$ cat src/rtl/i2c_adr_pkg.sv
package i2c_adr_pkg;
  localparam int BYTE_W   = 8;
  localparam int ADR7_W   = 7;
  localparam int ADR10_W  = 10;
  localparam logic [4:0] HDR10_TAG = 5'b11110;

  typedef enum logic [2:0] {
    ST_IDLE,
    ST_SHIFT,
    ST_ACK,
    ST_HOLD
  } adr_state_e;

  typedef enum logic [1:0] {
    HIT_NONE,
    HIT_HDR,
    HIT_FULL
  } adr_hit_e;
endpackage

$ cat src/rtl/i2c_line_watch.sv
module i2c_line_watch (
  input  logic clk,
  input  logic rst_n,
  input  logic scl,
  input  logic sda,
  output logic scl_q,
  output logic scl_rise,
  output logic scl_fall,
  output logic start_det,
  output logic stop_det
);
  logic sda_q;

  always_ff @(posedge clk or negedge rst_n) begin
    if (!rst_n) begin
      scl_q <= 1'b1;
      sda_q <= 1'b1;
    end else begin
      scl_q <= scl;
      sda_q <= sda;
    end
  end

  always_comb begin
    scl_rise  = !scl_q && scl;
    scl_fall  = scl_q && !scl;
    start_det = scl_q && scl && sda_q && !sda;
    stop_det  = scl_q && scl && !sda_q && sda;
  end

  // START and STOP can never be seen in the same cycle
  a_r1_cond_exclusive: assert property (@(posedge clk) disable iff (!rst_n)
    !(start_det && stop_det));
endmodule

$ cat src/rtl/i2c_adr_shift.sv
module i2c_adr_shift #(
  parameter int BYTE_W = 8
) (
  input  logic              clk,
  input  logic              rst_n,
  input  logic              clr,
  input  logic              shift_en,
  input  logic              bit_in,
  output logic [BYTE_W-1:0] byte_q,
  output logic              full
);
  localparam int CNT_W = $clog2(BYTE_W + 1);
  localparam logic [CNT_W-1:0] FULL_CNT = CNT_W'(BYTE_W);

  logic [CNT_W-1:0]  cnt_q, cnt_d;
  logic [BYTE_W-1:0] byte_d;

  always_comb begin
    cnt_d  = cnt_q;
    byte_d = byte_q;
    if (clr) begin
      cnt_d = '0;
    end else if (shift_en && !full) begin
      cnt_d  = cnt_q + 1'b1;
      byte_d = {byte_q[BYTE_W-2:0], bit_in};
    end
  end

  always_ff @(posedge clk or negedge rst_n) begin
    if (!rst_n) begin
      cnt_q  <= '0;
      byte_q <= '0;
    end else begin
      cnt_q  <= cnt_d;
      byte_q <= byte_d;
    end
  end

  assign full = (cnt_q == FULL_CNT);

  // the bit counter never runs past one byte
  a_r2_count_bounded: assert property (@(posedge clk) disable iff (!rst_n)
    cnt_q <= FULL_CNT);
endmodule

$ cat src/rtl/i2c_adr_cmp.sv
module i2c_adr_cmp
  import i2c_adr_pkg::*;
(
  input  logic [BYTE_W-1:0]  rx_byte,
  input  logic               second,
  input  logic               ten_bit,
  input  logic               ten_done,
  input  logic [ADR10_W-1:0] own_addr,
  input  logic [ADR7_W-1:0]  own_addr2,
  input  logic               dual_en,
  input  logic               gc_en,
  output adr_hit_e           hit,
  output logic               dir
);
  logic hdr_wr, hdr_rd, prim7, sec7, gcall, low10;

  always_comb begin
    hdr_wr = ten_bit && (rx_byte == {HDR10_TAG, own_addr[9:8], 1'b0});
    hdr_rd = ten_bit && ten_done && (rx_byte == {HDR10_TAG, own_addr[9:8], 1'b1});
    prim7  = !ten_bit && (rx_byte[7:1] == own_addr[ADR7_W-1:0]);
    sec7   = dual_en && (rx_byte[7:1] == own_addr2);
    gcall  = gc_en && (rx_byte == '0);
    low10  = ten_bit && (rx_byte == own_addr[7:0]);
    hit    = HIT_NONE;
    dir    = 1'b0;
    if (second) begin
      if (low10) hit = HIT_FULL;
    end else if (hdr_wr) begin
      hit = HIT_HDR;
    end else if (hdr_rd) begin
      hit = HIT_FULL;
      dir = 1'b1;
    end else if (prim7 || sec7 || gcall) begin
      hit = HIT_FULL;
      dir = rx_byte[0];
    end
  end
endmodule

$ cat src/rtl/i2c_adr_match.sv
module i2c_adr_match
  import i2c_adr_pkg::*;
(
  input  logic               clk,
  input  logic               rst_n,
  input  logic               scl_in,
  input  logic               sda_in,
  input  logic               ten_bit_mode,
  input  logic [ADR10_W-1:0] own_addr,
  input  logic               dual_en,
  input  logic [ADR7_W-1:0]  own_addr2,
  input  logic               gc_en,
  input  logic               ack_en,
  input  logic               evt_en,
  output logic               sda_pull,
  output logic               addr_hit,
  output logic               addr_evt,
  output logic               slave_tx
);
  logic rst_meta, rst_q;

  always_ff @(posedge clk or negedge rst_n) begin
    if (!rst_n) begin
      rst_meta <= 1'b0;
      rst_q    <= 1'b0;
    end else begin
      rst_meta <= 1'b1;
      rst_q    <= rst_meta;
    end
  end

  logic scl_q, scl_rise, scl_fall, start_det, stop_det;

  i2c_line_watch u_watch (
    .clk(clk), .rst_n(rst_q), .scl(scl_in), .sda(sda_in),
    .scl_q(scl_q), .scl_rise(scl_rise), .scl_fall(scl_fall),
    .start_det(start_det), .stop_det(stop_det)
  );

  logic              sh_clr, sh_en, sh_full;
  logic [BYTE_W-1:0] rx_byte;

  i2c_adr_shift #(.BYTE_W(BYTE_W)) u_shift (
    .clk(clk), .rst_n(rst_q), .clr(sh_clr), .shift_en(sh_en),
    .bit_in(sda_in), .byte_q(rx_byte), .full(sh_full)
  );

  adr_state_e state_q, state_d;
  adr_hit_e   res_q, res_d, cmp_hit;
  logic       cmp_dir;
  logic       second_q, second_d, dir_q, dir_d, ten_done_q, ten_done_d;
  logic       hit_q, hit_d, tx_q, tx_d, evt_q, evt_d, pull_q, pull_d;

  i2c_adr_cmp u_cmp (
    .rx_byte(rx_byte), .second(second_q), .ten_bit(ten_bit_mode),
    .ten_done(ten_done_q), .own_addr(own_addr), .own_addr2(own_addr2),
    .dual_en(dual_en), .gc_en(gc_en), .hit(cmp_hit), .dir(cmp_dir)
  );

  always_comb begin
    state_d    = state_q;
    res_d      = res_q;
    second_d   = second_q;
    dir_d      = dir_q;
    ten_done_d = ten_done_q;
    hit_d      = hit_q;
    tx_d       = tx_q;
    pull_d     = pull_q;
    evt_d      = 1'b0;
    sh_clr     = 1'b0;
    sh_en      = 1'b0;
    if (stop_det) begin
      state_d    = ST_IDLE;
      hit_d      = 1'b0;
      tx_d       = 1'b0;
      ten_done_d = 1'b0;
      pull_d     = 1'b0;
    end else if (start_det) begin
      state_d  = ST_SHIFT;
      second_d = 1'b0;
      hit_d    = 1'b0;
      pull_d   = 1'b0;
      sh_clr   = 1'b1;
    end else begin
      unique case (state_q)
        ST_SHIFT: begin
          sh_en = scl_rise;
          if (scl_fall && sh_full) begin
            if (cmp_hit != HIT_NONE) begin
              state_d = ST_ACK;
              res_d   = cmp_hit;
              dir_d   = cmp_dir;
              pull_d  = ack_en;
            end else begin
              state_d = ST_IDLE;
            end
          end
        end
        ST_ACK: begin
          if (scl_fall) begin
            pull_d = 1'b0;
            if (res_q == HIT_HDR) begin
              state_d  = ST_SHIFT;
              second_d = 1'b1;
              sh_clr   = 1'b1;
            end else begin
              state_d = ST_HOLD;
              hit_d   = 1'b1;
              tx_d    = dir_q;
              evt_d   = evt_en;
              if (second_q) ten_done_d = 1'b1;
            end
          end
        end
        default: ;
      endcase
    end
  end

  always_ff @(posedge clk or negedge rst_q) begin
    if (!rst_q) begin
      state_q    <= ST_IDLE;
      res_q      <= HIT_NONE;
      second_q   <= 1'b0;
      dir_q      <= 1'b0;
      ten_done_q <= 1'b0;
      hit_q      <= 1'b0;
      tx_q       <= 1'b0;
      evt_q      <= 1'b0;
      pull_q     <= 1'b0;
    end else begin
      state_q    <= state_d;
      res_q      <= res_d;
      second_q   <= second_d;
      dir_q      <= dir_d;
      ten_done_q <= ten_done_d;
      hit_q      <= hit_d;
      tx_q       <= tx_d;
      evt_q      <= evt_d;
      pull_q     <= pull_d;
    end
  end

  assign sda_pull = pull_q;
  assign addr_hit = hit_q;
  assign addr_evt = evt_q;
  assign slave_tx = tx_q;

  // the pull-down only moves while the registered SCL is low
  a_r10_pull_moves_scl_low: assert property (@(posedge clk) disable iff (!rst_q)
    !$stable(pull_q) |-> !scl_q);
  // a pull-down is only started with acknowledge enabled
  a_r6_pull_needs_ack_en: assert property (@(posedge clk) disable iff (!rst_q)
    $rose(pull_q) |-> $past(ack_en));
  // the event comes only with the flag and only when enabled
  a_r7_evt_with_hit: assert property (@(posedge clk) disable iff (!rst_q)
    evt_q |-> (hit_q && $past(evt_en)));
  // a STOP leaves the flag clear and SDA released
  a_r1_stop_clears: assert property (@(posedge clk) disable iff (!rst_q)
    stop_det |=> (!hit_q && !pull_q && !tx_q));
  // nothing is driven while ignoring the bus
  a_r5_idle_silent: assert property (@(posedge clk) disable iff (!rst_q)
    (state_q == ST_IDLE) |-> !pull_q);
endmodule

$ cat config.mk
export PLATFORM = sky130hd
export DESIGN_NAME = i2c_adr_match
export DESIGN_NICKNAME = d
export VERILOG_FILES = /design/src/rtl/i2c_adr_pkg.sv /design/src/rtl/i2c_line_watch.sv /design/src/rtl/i2c_adr_shift.sv /design/src/rtl/i2c_adr_cmp.sv /design/src/rtl/i2c_adr_match.sv
export SDC_FILE = /design/constraint.sdc
export NUM_CORES = 1
export LEC_CHECK = 0
export BUFFER_PORTS_ARGS = -buffer_cell sky130_fd_sc_hd__buf_4
export CORE_ASPECT_RATIO = 1.1
export CORE_MARGIN = 5
export CORE_UTILIZATION = 50
export DETAILED_ROUTE_END_ITERATION = 7
export GPL_ROUTABILITY_DRIVEN = 0
export PLACE_DENSITY_LB_ADDON = 0.1
export RECOVER_POWER = 25
export SYNTH_ARGS = -nofsm -noshare
export SYNTH_HDL_FRONTEND = slang
export SYNTH_SLANG_ARGS = --single-unit
export TNS_END_PERCENT = 1
$ cat constraint.sdc
create_clock -name clk -period 0.8 [get_ports clk]
set_input_delay 0.04 -clock clk [delete_from_list [all_inputs] [get_ports clk]]
set_output_delay 0.04 -clock clk [all_outputs]
set_load 0.05 [all_outputs]
; After elaboration in Yosys (flattened, before gate mapping)
; Cells that the tools add are included.
; W data, S select, Z words.
[totals]
reg_bits = 28
[op_classes]
eq_ne = 15
bitwise = 3
reduce_logical = 44
add_sub_neg = 1
n_mux = 57
[op_table]
columns = op, n
row1 = $mux W1, 42
row2 = $eq A8 B8 Y1, 3
row3 = $logic_and A1 B1 Y1, 16
row4 = $reduce_bool A2 Y1, 8
row5 = $eq A7 B7 Y1, 2
row6 = $mux W2, 7
row7 = $mux W3, 4
row8 = $ne A4 B4 Y1 const B, 3
row9 = $reduce_and A4 Y1, 3
row10 = $reduce_and A5 Y1, 2
row11 = $logic_not A8 Y1, 1
row12 = $mux W4, 2
row13 = $logic_not A1 Y1, 6
row14 = $pmux W3 S2, 1
row15 = $reduce_and A3 Y1, 2
row16 = $reduce_bool A3 Y1, 2
row17 = $add A4 B1 Y4 const B, 1
row18 = $eq A4 B4 Y1 const B, 1
row19 = $reduce_bool A4 Y1, 1
row20 = $eq A3 B1 Y1 const B, 1
row21 = $eq A3 B2 Y1 const B, 1
row22 = $ne A3 B3 Y1 const B, 1
row23 = $not A1 Y1, 3
row24 = $eq A2 B1 Y1 const B, 1
row25 = 5 further kinds, 6

; Logic depth before layout (Yosys ltp)
[depth]
ltp_word = 14
depth_mapped = 8
depth_no_buf = 8

; Modules after synthesis
; From an unflattened synthesis, not the netlist that was laid out.
[unflattened]
cells_unflattened = 157
area_unflattened_um2 = 1684.1
[modules_own_cells]
columns = module, n_inst, cells_each, seq_area_each_um2, area_per_inst_um2
row1 = i2c_adr_match, 1, 61, 325.3, 665.6
row2 = i2c_adr_shift, 1, 41, 300.3, 553.0
row3 = i2c_adr_cmp, 1, 49, 0.0, 380.4
row4 = i2c_line_watch, 1, 6, 52.6, 85.1

; Worst setup path after synthesis
; Ideal clock, no wire load.
[synth_path]
path_kind = flip-flop to flip-flop
from = register u_shift.cnt_q[0]
to = register u_shift.byte_q[3]
period_less_slack_ns = 1.715
required_time_ns = 0.672
path_stages_with_launch = 8
setup_time_ns = 0.128
slack_ns = -0.915
arrival_ns = 1.588
path_cell_list = dfrtp_1 -> inv_1 -> ha_1 -> nand2_1 -> nor2_1 -> nor3_2 -> buf_2 -> mux2_1
[synth_between]
elab_chain_cells = 4
[synth_lines]
columns = item, line
row1 = "start, declared", i2c_adr_shift.sv:15  ; logic [CNT_W-1:0] cnt_q, cnt_d;
row2 = "start signal, assigned", i2c_adr_shift.sv:34  ; cnt_q <= cnt_d;
row3 = $eq A4 B4 Y1, i2c_adr_shift.sv:39  ; assign full = (cnt_q == FULL_CNT);
row4 = $logic_not A1 Y1, i2c_adr_shift.sv:23  ; end else if (shift_en && !full) begin
row5 = $logic_and A1 B1 Y1, i2c_adr_shift.sv:23
row6 = $reduce_and A2 Y1 (no source line), -
row7 = "end signal, assigned", i2c_adr_shift.sv:35  ; byte_q <= byte_d;
row8 = "end, declared", i2c_adr_shift.sv:9  ; output logic [BYTE_W-1:0] byte_q,
; Every way passes these cells.
; A chain may end at the register's enable or synchronous reset.

; Worst setup path after layout
[layout_path]
from = register u_shift.byte_q[6]
to = register dir_q
[layout_between]
elab_chain_cells = 10
word_cells_on_any_way = 25
classes_between = 5 x eq/ne / 9 x mux / 11 x reduce/logical
[layout_lines]
columns = item, line
row1 = "$eq A7 B7 Y1, on equally long branches", "i2c_adr_cmp.sv:20, i2c_adr_cmp.sv:21"
row2 = "$logic_and A1 B1 Y1, on equally long branches", "i2c_adr_cmp.sv:20, i2c_adr_cmp.sv:21"
row3 = $logic_or A1 B1 Y1 (2 in series), i2c_adr_cmp.sv:33  ; end else if (prim7 || sec7 || gcall) begin
row4 = $mux W2, i2c_adr_cmp.sv:33
row5 = $mux W2, i2c_adr_cmp.sv:30  ; end else if (hdr_rd) begin
row6 = $mux W2, i2c_adr_cmp.sv:28  ; end else if (hdr_wr) begin
row7 = $mux W2, i2c_adr_cmp.sv:26  ; if (second) begin
row8 = $reduce_bool A2 Y1, i2c_adr_match.sv:89  ; if (cmp_hit != HIT_NONE) begin
row9 = $reduce_and A5 Y1 (no source line), -
row10 = "end signal, assigned", i2c_adr_match.sv:135  ; dir_q <= dir_d;
row11 = "end, declared", i2c_adr_match.sv:51  ; logic second_q, second_d, dir_q, dir_d, ten_done_q, ten_done_d;
; Parallel ways exist; a longest one is shown, timed or not.

==> metrics.yaml <==
clock-sinks: 27
multiInputGateArea_mm2: 0.00100
critPathArrivalTime_ns: 2.05
core_mm2: 0.00330
initial_utilization_pct: 51.3
regArea_um2: 687
final_nets: 271
yosys.cell_types.count: 46
ys.flop_type: "dfrtp_1"
critical-path-top-delay-family: "simple AND/OR/NAND/NOR gates"
antenna_found_initial: 0
drv_slew: 0
drt-initial-drc-count: 85
drc: 0
violations: "setup timing"
p_leak_nw: 1.18
yosys_register_bits: 27
synth_nets: 202
dp_hpwl_um: 3010
n_fill_cell: 256
required_ns: 1.03
setup_viol: 27
wl_per_cell_um: 14.7
grt_util_met3_pct: 3.17
stdcell_area_mm2: 0.00238
area_growth_pct: 40.4
syn_avg_cell_area_um2: 9.86
viasPerCell: 5.37
post-route-period-util_pct: 227
io_buffers: 29
die_h_um: 71.1
grt.overflow.total: 0
met1_usage_pct: 23.0
path_common_cell: "nand3_1"
cp_num_cells: 6
ys_seq_area_share_pct: 40.0
startpoint_type: "flop"
ant_nets: 0
status: "finished, violations left"
critPathKind: "reg -> reg"
synthDominantCellAreaShare_pct: 36.9
grt_pass1_wl_um: 6760
slowest_stage: "dfrtp_2"
dr.pass1.iters: 4
htreeDepth: 1
n_antenna_cell: 0
hold_viol: 0
synthCells: 172
rsz0062_at_grt: "yes"
critPathCaptureType: "flop"
finalWorstSetupSlack_ns: -1.02
worst-path-buf-inv: 0
wirelength_um: 4070
via_count: 1483
dieArea_mm2: 0.00466
clk_latency_ns: 0.32
rows: 22
placed_cell_area_mm2: 0.00219
peakVddDrop_mv: 1.57
grt_pass1_vias: 1553
synth_area_leaders: "dfrtp_1, xor2_1, mux2_1"
post-synth-top-area-cell: "dfrtp_1"
die_x_um: 65.5
cts.root.buffer_cell: "clkbuf_4"
final_util_pct: 72.1
syn_area_mm2: 0.00170
path_cells: "xor2_1, nor4_2, nand3_1, a41oi_2, nand3_1, a32o_1"
synthArstFlopShare_pct: 100
cts_made_buffers: 3
synth_edf_count: 0
path_clk_slew_ns: 0.14
drive_above_1_share_pct: 43.3
critPathMaxStageDelay_ns: 0.49
fmax_ghz: 0.550
grt_max_degree: 26
grt_most_used_layer: "met2"
r2r_cells: 6
post-place-ws_ns: -1.06
cts_tree: "yes"
pwr_density_cell_mw_per_mm2: 2300
grtUsageTotal_pct: 18.1
use_met2_pct: 31.9
skew_ns: 0.0101
ioPinCount: 30
cts_max_path_buffers: 2
min_path_type: "in -> async"
maxCapViolCount: 0
ys_warn_count: 0
finalCriticalPeriod_ns: 1.82
crit_fanout: 6
-- area by class of cell --
cell class | count | share of cell area, %
inverter | 8 | 1.26
multi-input combinational | 127 | 42.1
timing repair buffer | 74 | 24.8
sequential | 27 | 28.8
clock buffer | 4 | 1.10
tap | 36 | 1.89
-- cells in the mapped netlist, drive strengths merged, types with 2 or more instances --
master	instances
a41oi	2
nor2	9
inv	8
nor3	4
nand3	8
a31oi	3
a21boi	2
clkbuf	2
and2	3
and3	2
o211ai	2
and4	2
nor4	6
a21oi	5
o21ai	9
ha	4
mux2	7
xnor2	5
buf	8
dfstp	2
dfrtp	25
a21o	2
nand2	16
xor2	23
-- worst paths after layout --
| check | start | slack, ns | to |
|---|---|---|---|
| setup / recovery | u_shift.byte_q[6] | -1.02 | dir_q |
| hold / removal | rst_n | 0.03 | rst_meta |
| setup reg to reg | u_shift.byte_q[6] | -1.02 | dir_q |
| hold reg to reg | rst_q | 0.27 | addr_hit |
| max in group asynchronous | rst_q | 0.24 | u_watch.scl_q |
| min in group clk | scl_in | 0.06 | ten_done_q |
-- per-stage QoR --
| stage | power, W | instances | hold WS [ns] | TNS (ns) |
|---|---|---|---|---|
| final | 0.00548 | 276 | 0.0288 | -16.92 |
| after global routing | 0.00590 | 276 | 0.0230 | -18.95 |
| after CTS | 0.00540 | 274 | 0.00849 | -17.01 |
| after detailed placement | 0.00463 | 264 | -0.176 | -17.17 |
| after global placement | 0.00454 | 264 | -0.178 | -16.45 |
| after floorplan | 0.00359 | 172 | -0.256 | -15.70 |
-- state kept, by name (all words and copies together) (netlist names), 2 cells and up --
register	flops
u_shift.cnt_q	4
u_shift.byte_q	8
state_q	2
res_q	2
-- routing by layer --
layer	part of all wire, %	up-vias
met5	0	-
met2	50	33
met3	4.5	4
met1	44	716
li1	-	730
met4	1.0	0
-- cells in the final DEF, fill, tap and decap left out, types with 2 or more instances in the layout --
cell type and instances:
dfstp_2 2, ha_2 2, and4_1 2, buf_6 7, dlygate4sd3_1 5, xor2_1 22, nand3_1 7, a21oi_2 2
a31oi_1 2, nor4_1 2, mux2_1 7, nand2_1 15, and2_1 2, dfrtp_2 7, nor4_2 3, and3_1 2
clkbuf_4 4, buf_4 60, nor3_2 3, a21oi_1 3, a21boi_1 2, o21ai_1 7, xnor2_1 5, a21o_1 2
clkbuf_1 2, inv_1 5, nor2_1 8, o211ai_1 2, inv_2 3, dfrtp_1 18
-- cells by family (layout without fill, tap and decap cells) --
| group | count (synthesis) | after routing | synth area share (%) |
|---|---|---|---|
| buffers and inverters | 18 | 86 | 5.46 |
| xor gates and xnor gates | 28 | 28 | 14.5 |
| adders and majority gates | 4 | 4 | 2.95 |
| AOI/OAI and AO/OA | 31 | 31 | 12.6 |
| DFF | 27 | 27 | 40.0 |
| and+or+nand+nor | 56 | 56 | 19.6 |
| other | 1 | 1 | 0.221 |
| muxes | 7 | 7 | 4.65 |
-- repair_timing --
action,4_1_cts,5_1_grt
setup endpoints to repair,27,27
pin swaps,8,9
buffers inserted,1,2
resized for setup,22,9
cloned,0,0
hold buffers,5,0
hold endpoints to repair,6,0
-- report_power, final --
group	switching (W)	internal (W)
combinational	0.00140	0.00146
clock	0.000371	0.000195
sequential	0.000376	0.00168
Power figures use the tool's default switching activity.
